===== src/rtl/tmr_pkg.sv =====
package tmr_pkg;

  // register addresses
  localparam int ADDR_CTRL   = 0;
  localparam int ADDR_RUN    = 1;
  localparam int ADDR_IEN    = 2;
  localparam int ADDR_STATUS = 3;
  localparam int ADDR_COUNT  = 4;
  localparam int ADDR_CMP0   = 8;

  // control word field positions
  localparam int CTRL_W      = 8;
  localparam int PRESC_LSB   = 0;
  localparam int EDGE_LSB    = 3;
  localparam int CLEAR_LSB   = 5;

  // control -> datapath strobes
  typedef struct packed {
    logic       run;
    logic       cntLoad;
    logic [2:0] prescSel;
    logic [1:0] edgeSel;
    logic [2:0] clearSel;
  } tmr_strobe_t;

endpackage


===== src/rtl/tmr_ctrl.sv =====
module tmr_ctrl
  import tmr_pkg::*;
#(
  parameter int CNT_W   = 16,
  parameter int NUM_CMP = 4,
  parameter int ADDR_W  = 4
) (
  input  logic                      clk,
  input  logic                      rstN,
  input  logic                      wrEn,
  input  logic                      rdEn,
  input  logic [ADDR_W-1:0]         addr,
  input  logic [CNT_W-1:0]          wrData,
  output logic [CNT_W-1:0]          rdData,
  input  logic [CNT_W-1:0]          cntVal,
  input  logic [NUM_CMP-1:0]        matchVec,
  input  logic                      ovfEvent,
  output tmr_strobe_t               strb,
  output logic [NUM_CMP*CNT_W-1:0]  cmpFlat,
  output logic [NUM_CMP:0]          flags,
  output logic [NUM_CMP:0]          ien
);

  localparam int FLAG_W = NUM_CMP + 1;

  logic [CTRL_W-1:0] ctrlReg;
  logic              runReg;
  logic [FLAG_W-1:0] ienReg;
  logic [FLAG_W-1:0] flagReg;
  logic [FLAG_W-1:0] armReg;

  logic wrCtrl, wrRun, wrIen, wrStatus, rdStatus;

  assign wrCtrl   = wrEn && (addr == ADDR_W'(ADDR_CTRL));
  assign wrRun    = wrEn && (addr == ADDR_W'(ADDR_RUN));
  assign wrIen    = wrEn && (addr == ADDR_W'(ADDR_IEN));
  assign wrStatus = wrEn && (addr == ADDR_W'(ADDR_STATUS));
  assign rdStatus = rdEn && (addr == ADDR_W'(ADDR_STATUS));

  always_ff @(posedge clk or negedge rstN) begin
    if (!rstN) begin
      ctrlReg <= '0;
      runReg  <= 1'b0;
      ienReg  <= '0;
    end else begin
      if (wrCtrl) ctrlReg <= wrData[CTRL_W-1:0];
      if (wrRun)  runReg  <= wrData[0];
      if (wrIen)  ienReg  <= wrData[FLAG_W-1:0];
    end
  end

  // compare registers
  for (genvar k = 0; k < NUM_CMP; k++) begin : g_cmp
    logic [CNT_W-1:0] cmpReg;
    always_ff @(posedge clk or negedge rstN) begin
      if (!rstN) cmpReg <= '1;
      else if (wrEn && (addr == ADDR_W'(ADDR_CMP0 + k))) cmpReg <= wrData;
    end
    assign cmpFlat[k*CNT_W +: CNT_W] = cmpReg;
  end

  // sticky flags: read-as-1 arms, write-0 clears, set wins
  logic [FLAG_W-1:0] setVec, clrVec;
  assign setVec = {matchVec, ovfEvent};
  assign clrVec = wrStatus ? (armReg & ~wrData[FLAG_W-1:0]) : '0;

  always_ff @(posedge clk or negedge rstN) begin
    if (!rstN) begin
      flagReg <= '0;
      armReg  <= '0;
    end else begin
      flagReg <= (flagReg & ~clrVec) | setVec;
      if (wrStatus)      armReg <= '0;
      else if (rdStatus) armReg <= armReg | flagReg;
    end
  end

  // read mux
  always_comb begin
    rdData = '0;
    if (addr == ADDR_W'(ADDR_CTRL))   rdData = CNT_W'(ctrlReg);
    if (addr == ADDR_W'(ADDR_RUN))    rdData = CNT_W'(runReg);
    if (addr == ADDR_W'(ADDR_IEN))    rdData = CNT_W'(ienReg);
    if (addr == ADDR_W'(ADDR_STATUS)) rdData = CNT_W'(flagReg);
    if (addr == ADDR_W'(ADDR_COUNT))  rdData = cntVal;
    for (int k = 0; k < NUM_CMP; k++) begin
      if (addr == ADDR_W'(ADDR_CMP0 + k)) rdData = cmpFlat[k*CNT_W +: CNT_W];
    end
  end

  assign strb.run      = runReg;
  assign strb.cntLoad  = wrEn && (addr == ADDR_W'(ADDR_COUNT));
  assign strb.prescSel = ctrlReg[PRESC_LSB +: 3];
  assign strb.edgeSel  = ctrlReg[EDGE_LSB +: 2];
  assign strb.clearSel = ctrlReg[CLEAR_LSB +: 3];

  assign flags = flagReg;
  assign ien   = ienReg;

endmodule


===== src/rtl/tmr_dp.sv =====
module tmr_dp
  import tmr_pkg::*;
#(
  parameter int CNT_W       = 16,
  parameter int NUM_CMP     = 4,
  parameter int NUM_DIV     = 3,
  parameter int SYNC_STAGES = 2
) (
  input  logic                      clk,
  input  logic                      rstN,
  input  tmr_strobe_t               strb,
  input  logic [CNT_W-1:0]          loadData,
  input  logic [NUM_CMP*CNT_W-1:0]  cmpFlat,
  input  logic                      extClk,
  output logic [CNT_W-1:0]          cntVal,
  output logic                      countEdge,
  output logic [NUM_CMP-1:0]        matchVec,
  output logic                      ovfEvent
);

  localparam int PRE_W = 2 * NUM_DIV;

  // free-running prescaler, taps divide by 4, 16, 64 ...
  logic [PRE_W-1:0]   preCnt;
  logic [NUM_DIV-1:0] tap;

  always_ff @(posedge clk or negedge rstN) begin
    if (!rstN) preCnt <= '0;
    else       preCnt <= preCnt + 1'b1;
  end

  for (genvar j = 0; j < NUM_DIV; j++) begin : g_tap
    assign tap[j] = preCnt[2*j+1];
  end

  // external clock synchroniser
  logic [SYNC_STAGES-1:0] syncQ;
  always_ff @(posedge clk or negedge rstN) begin
    if (!rstN) syncQ <= '0;
    else       syncQ <= {syncQ[SYNC_STAGES-2:0], extClk};
  end

  // tick selection and edge detection
  logic tick, tickPrev, riseHit, fallHit, edgeHit;

  always_comb begin
    tick = syncQ[SYNC_STAGES-1];
    for (int j = 0; j < NUM_DIV; j++) begin
      if (strb.prescSel == 3'(j + 1)) tick = tap[j];
    end
  end

  always_ff @(posedge clk or negedge rstN) begin
    if (!rstN) tickPrev <= 1'b0;
    else       tickPrev <= tick;
  end

  assign riseHit = tick & ~tickPrev;
  assign fallHit = ~tick & tickPrev;
  assign edgeHit = strb.edgeSel[1] ? (riseHit | fallHit)
                 : strb.edgeSel[0] ? fallHit : riseHit;
  assign countEdge = (strb.prescSel == 3'd0) ? 1'b1 : edgeHit;

  // compare and clear
  logic [NUM_CMP-1:0] matchRaw;
  logic               clrHit, advance;

  for (genvar k = 0; k < NUM_CMP; k++) begin : g_match
    assign matchRaw[k] = (cntVal == cmpFlat[k*CNT_W +: CNT_W]);
  end

  always_comb begin
    clrHit = 1'b0;
    for (int k = 0; k < NUM_CMP; k++) begin
      if (strb.clearSel == 3'(k + 1)) clrHit = matchRaw[k];
    end
  end

  assign advance  = strb.run && countEdge && !strb.cntLoad;
  assign matchVec = advance ? matchRaw : '0;
  assign ovfEvent = advance && !clrHit && (&cntVal);

  always_ff @(posedge clk or negedge rstN) begin
    if (!rstN)             cntVal <= '0;
    else if (strb.cntLoad) cntVal <= loadData;
    else if (advance)      cntVal <= clrHit ? '0 : cntVal + 1'b1;
  end

endmodule


===== src/rtl/tmr_channel.sv =====
module tmr_channel
  import tmr_pkg::*;
#(
  parameter int CNT_W   = 16,
  parameter int NUM_CMP = 4,
  parameter int ADDR_W  = 4
) (
  input  logic              clk,
  input  logic              rstN,
  input  logic              wrEn,
  input  logic              rdEn,
  input  logic [ADDR_W-1:0] addr,
  input  logic [CNT_W-1:0]  wrData,
  output logic [CNT_W-1:0]  rdData,
  input  logic              extClk,
  output logic              irq
);

  tmr_strobe_t              strb;
  logic [CNT_W-1:0]         cntVal;
  logic                     countEdge;
  logic [NUM_CMP-1:0]       matchVec;
  logic                     ovfEvent;
  logic [NUM_CMP*CNT_W-1:0] cmpFlat;
  logic [NUM_CMP:0]         flags;
  logic [NUM_CMP:0]         ien;

  tmr_ctrl #(.CNT_W(CNT_W), .NUM_CMP(NUM_CMP), .ADDR_W(ADDR_W)) u_ctrl (
    .clk(clk), .rstN(rstN), .wrEn(wrEn), .rdEn(rdEn), .addr(addr),
    .wrData(wrData), .rdData(rdData), .cntVal(cntVal), .matchVec(matchVec),
    .ovfEvent(ovfEvent), .strb(strb), .cmpFlat(cmpFlat), .flags(flags), .ien(ien)
  );

  tmr_dp #(.CNT_W(CNT_W), .NUM_CMP(NUM_CMP)) u_dp (
    .clk(clk), .rstN(rstN), .strb(strb), .loadData(wrData), .cmpFlat(cmpFlat),
    .extClk(extClk), .cntVal(cntVal), .countEdge(countEdge),
    .matchVec(matchVec), .ovfEvent(ovfEvent)
  );

  assign irq = |(flags & ien);

endmodule


===== config.mk =====
export PLATFORM = sky130hd
export DESIGN_NAME = tmr_channel
export DESIGN_NICKNAME = d
export VERILOG_FILES = /design/src/rtl/tmr_pkg.sv /design/src/rtl/tmr_ctrl.sv /design/src/rtl/tmr_dp.sv /design/src/rtl/tmr_channel.sv
export SDC_FILE = /design/constraint.sdc
export NUM_CORES = 1
export LEC_CHECK = 0
export ABC_AREA = 0
export BUFFER_PORTS_ARGS = -buffer_cell sky130_fd_sc_hd__buf_2
export CAP_MARGIN = 10
export CORE_MARGIN = 2
export CORE_UTILIZATION = 49
export DETAILED_ROUTE_END_ITERATION = 7
export PLACE_DENSITY = 0.67
export SKIP_LAST_GASP = 1
export SLEW_MARGIN = 20
export SYNTH_ARGS = -nofsm -noshare
export SYNTH_HDL_FRONTEND = slang
export SYNTH_SLANG_ARGS = --single-unit

===== constraint.sdc =====
create_clock -name clk -period 3.3 [get_ports clk]
set_input_delay 0.66 -clock clk [delete_from_list [all_inputs] [get_ports clk]]
set_output_delay 0.66 -clock clk [all_outputs]
set_load 0.005 [all_outputs]

==> results.ini <==
[run_status]
status = completed

[timing]
period_share_pct = 89.1
layout_setup_ws_ns = 0.358
skew_ns = 0.00767
min_period_ns = 2.94
timing.fmax_ghz = 0.340
relSlewSlack_pct = 46.9
maxSlewViolCount = 0
worst_pin_slew_ns = 0.797
finalHoldViolations = 0
setup_tns_ns = 0
finalSetupViolations = 0
rsz0062_at_grt = false

[finish]
num-fill-cells = 1136
drive_above_1_share_pct = 40.6
finalNetCount = 644
diodes = 0
syn2layout_area_growth_pct = 14.2

[drt]
wl_per_cell_um = 22.3
vias = 4846
antenna_left = 0
drc_errors = 0
drt_pass1_iterations = 5
via_per_inst = 6.06
wirelength_um = 17900
drtIter0Drc = 429

[setup_path]
ff2ff_path_depth = 6
cp_data_required_time_ns = 2.64
crit_path_end_kind = output port
arrival_ns = 2.28
start_kind = input port
crit_fanout = 22
worstSetupPathType = in -> out

[yosys]
yosysTopAreaCellShare_pct = 26.2
seq_area_frac_synth_pct = 45.3
synth_nets = 607
syn_area_mm2 = 0.00642
synthesis.area_per_instance_um2 = 11.1
synth_edf_count = 0
synth_cells = 578
yosysTopAreaCell = dfstp_2
ys_warn_count = 0
ys_top_cells_by_area = dfstp_2, dfrtp_1, mux2_2, xor2_1, a22oi_1
ys_ff_latch = 113
synth_ff_type = dfstp_2
synthArstFlopShare_pct = 100
synth.distinct_cells = 50

[clock_tree]
insertion_delay_ns = 0.42
root_buffer = clkbuf_16
numCtsBuffers = 17
h-tree-depth = 4
cts_sinks = 113
cts_tree = built
path_clk_slew_ns = 0.05
cts.path.max_buffers = 2
cts_setup_buffers = 0
postCtsHoldBufs = 0
ctsResizeCount = 0

[floorplan]
ios = 42
start_util_pct = 50.4
placementRows = 41
die_h_um = 118
die-area_mm2 = 0.0140
core_mm2 = 0.0127
dieWidth_um = 118

[grt]
grt_max_degree = 62
antenna_found_initial = 0
grt_pass1_vias = 4879
grt_usage_pct = 26.7
grt_pass1_wl_um = 28300
gr-total-overflow = 0

[pwr]
total_power_w = 0.00573
peakVddDrop_mv = 0.409
p_leak_nw = 3.17
cellPowerDensity_mw_per_mm2 = 781

[place]
hpwl_um = 12400
post-place-ws_ns = 0.401
place_congestion = 0.951
portBuffers = 41

[job]
max_cap_viol_count = 0

[worst_hold_path]
hold_path_class = in -> async

where the power goes:
| group | leakage (nW) | internal, W | switching [W] |
|---|---|---|---|
| registers | 1.29 | 0.00186 | 0.000594 |
| logic | 1.59 | 0.000714 | 0.000757 |
| clock network | 0.279 | 0.00113 | 0.000670 |
final timing paths:
path / end / slack (ns) / start
worst max-delay path: rdData[6] / 0.36 / addr[0]
worst min-delay path: u_dp.cntVal[14] / 0.33 / rstN
worst max register to register: u_dp.cntVal[8] / 0.65 / u_dp.cntVal[7]
worst min register to register: u_dp.syncQ[1] / 0.35 / u_dp.syncQ[0]
max in group asynchronous: u_ctrl.g_cmp[0].cmpReg[0] / 2.15 / rstN
min in group clk: u_dp.syncQ[1] / 0.35 / u_dp.syncQ[0]
cell families after synthesis:
family	count (synthesis)	share of synthesized area, %
compound gates	117	12.1
xor+xnor	82	11.2
fa+ha+maj	4	0.780
buf+inv	47	3.90
flops	113	45.3
mux	95	16.6
simple gates	120	10.1
synthesized netlist by cell type, types with 2 or more instances:
cell and n:
mux2i_1 14, a31oi_1 8, buf_6 2, and3_1 7, a22oi_1 31, mux2_2 80, nor3_1 3, nand4_1 5
a21oi_1 21, a211oi_1 2, xor2_1 73, dfstp_2 64, o21ai_0 24, xnor2_1 9, dfrtp_1 49, nor2_1 29
nor4_1 17, a22o_1 2, buf_2 14, buf_4 11, o22ai_1 2, ha_1 4, o21ai_2 10, nor2b_1 3
nand3_1 15, o31a_1 2, clkbuf_1 11, nor2_2 3, o211ai_1 4, nand2b_1 7, inv_1 8, o21ai_1 5
nor3b_1 2, nand2_1 21
layout make-up:
cell class,instances,area (um2),area share (%)
Clock inverter,13,138,1.88
Multi-Input combinational cell,418,3260,44.5
Timing Repair Buffer,56,333,4.54
Tap cell,172,215,2.94
Inverter,9,33.8,0.461
Clock buffer,19,443,6.04
Sequential cell,113,2910,39.7
routing by layer:
layer / vias to the layer above / GRT usage [%] / routed length [um]
li1: 2159 / - / -
met1: 2475 / 37.4 / 7880
met2: 191 / 41.3 / 8370
met3: 21 / 6.66 / 1360
met4: 0 / 7.66 / 268
met5: - / 0 / 0
critical path, cell delays in order:
cell and delay [ns]:
buf_2 0.24, nor2_1 0.23, and3_1 0.50, a22oi_1 0.17, o311a_1 0.15, a21oi_1 0.17, buf_2 0.15
registers in the layout, indices dropped and copies added, names as in the netlist:
register	count
u_ctrl.g_cmp.cmpReg	64
u_dp.cntVal	16
u_ctrl.ctrlReg	8
u_dp.preCnt	6
u_ctrl.armReg	5
u_ctrl.flags	5
u_ctrl.ien	5
u_dp.syncQ	2
u_ctrl.runReg	1
u_dp.tickPrev	1
metrics by stage:
step                instances  util (%)  hold slack (ns)  instance area, um2
finish                    800      57.6            0.332                7330
global route              800      57.6            0.333                7330
CTS                       800      57.6            0.331                7330
detailed placement        768      53.0            0.349                6750
global placement          768      53.0            0.337                6750
floorplan                 578         -            0.331                6420
cell usage in the layout (no fill, tap or decap), types with 9 or more instances in the layout:
cell type	instances
a21oi_1	21
a22oi_1	31
buf_2	40
buf_4	15
clkbuf_16	17
dfrtp_1	49
dfstp_2	64
mux2_2	80
mux2i_1	14
nand2_1	21
nand3_1	15
nor2_1	29
nor4_1	17
o21ai_0	24
o21ai_2	10
xnor2_1	9
xor2_1	73
Power figures use the tool's default switching activity.
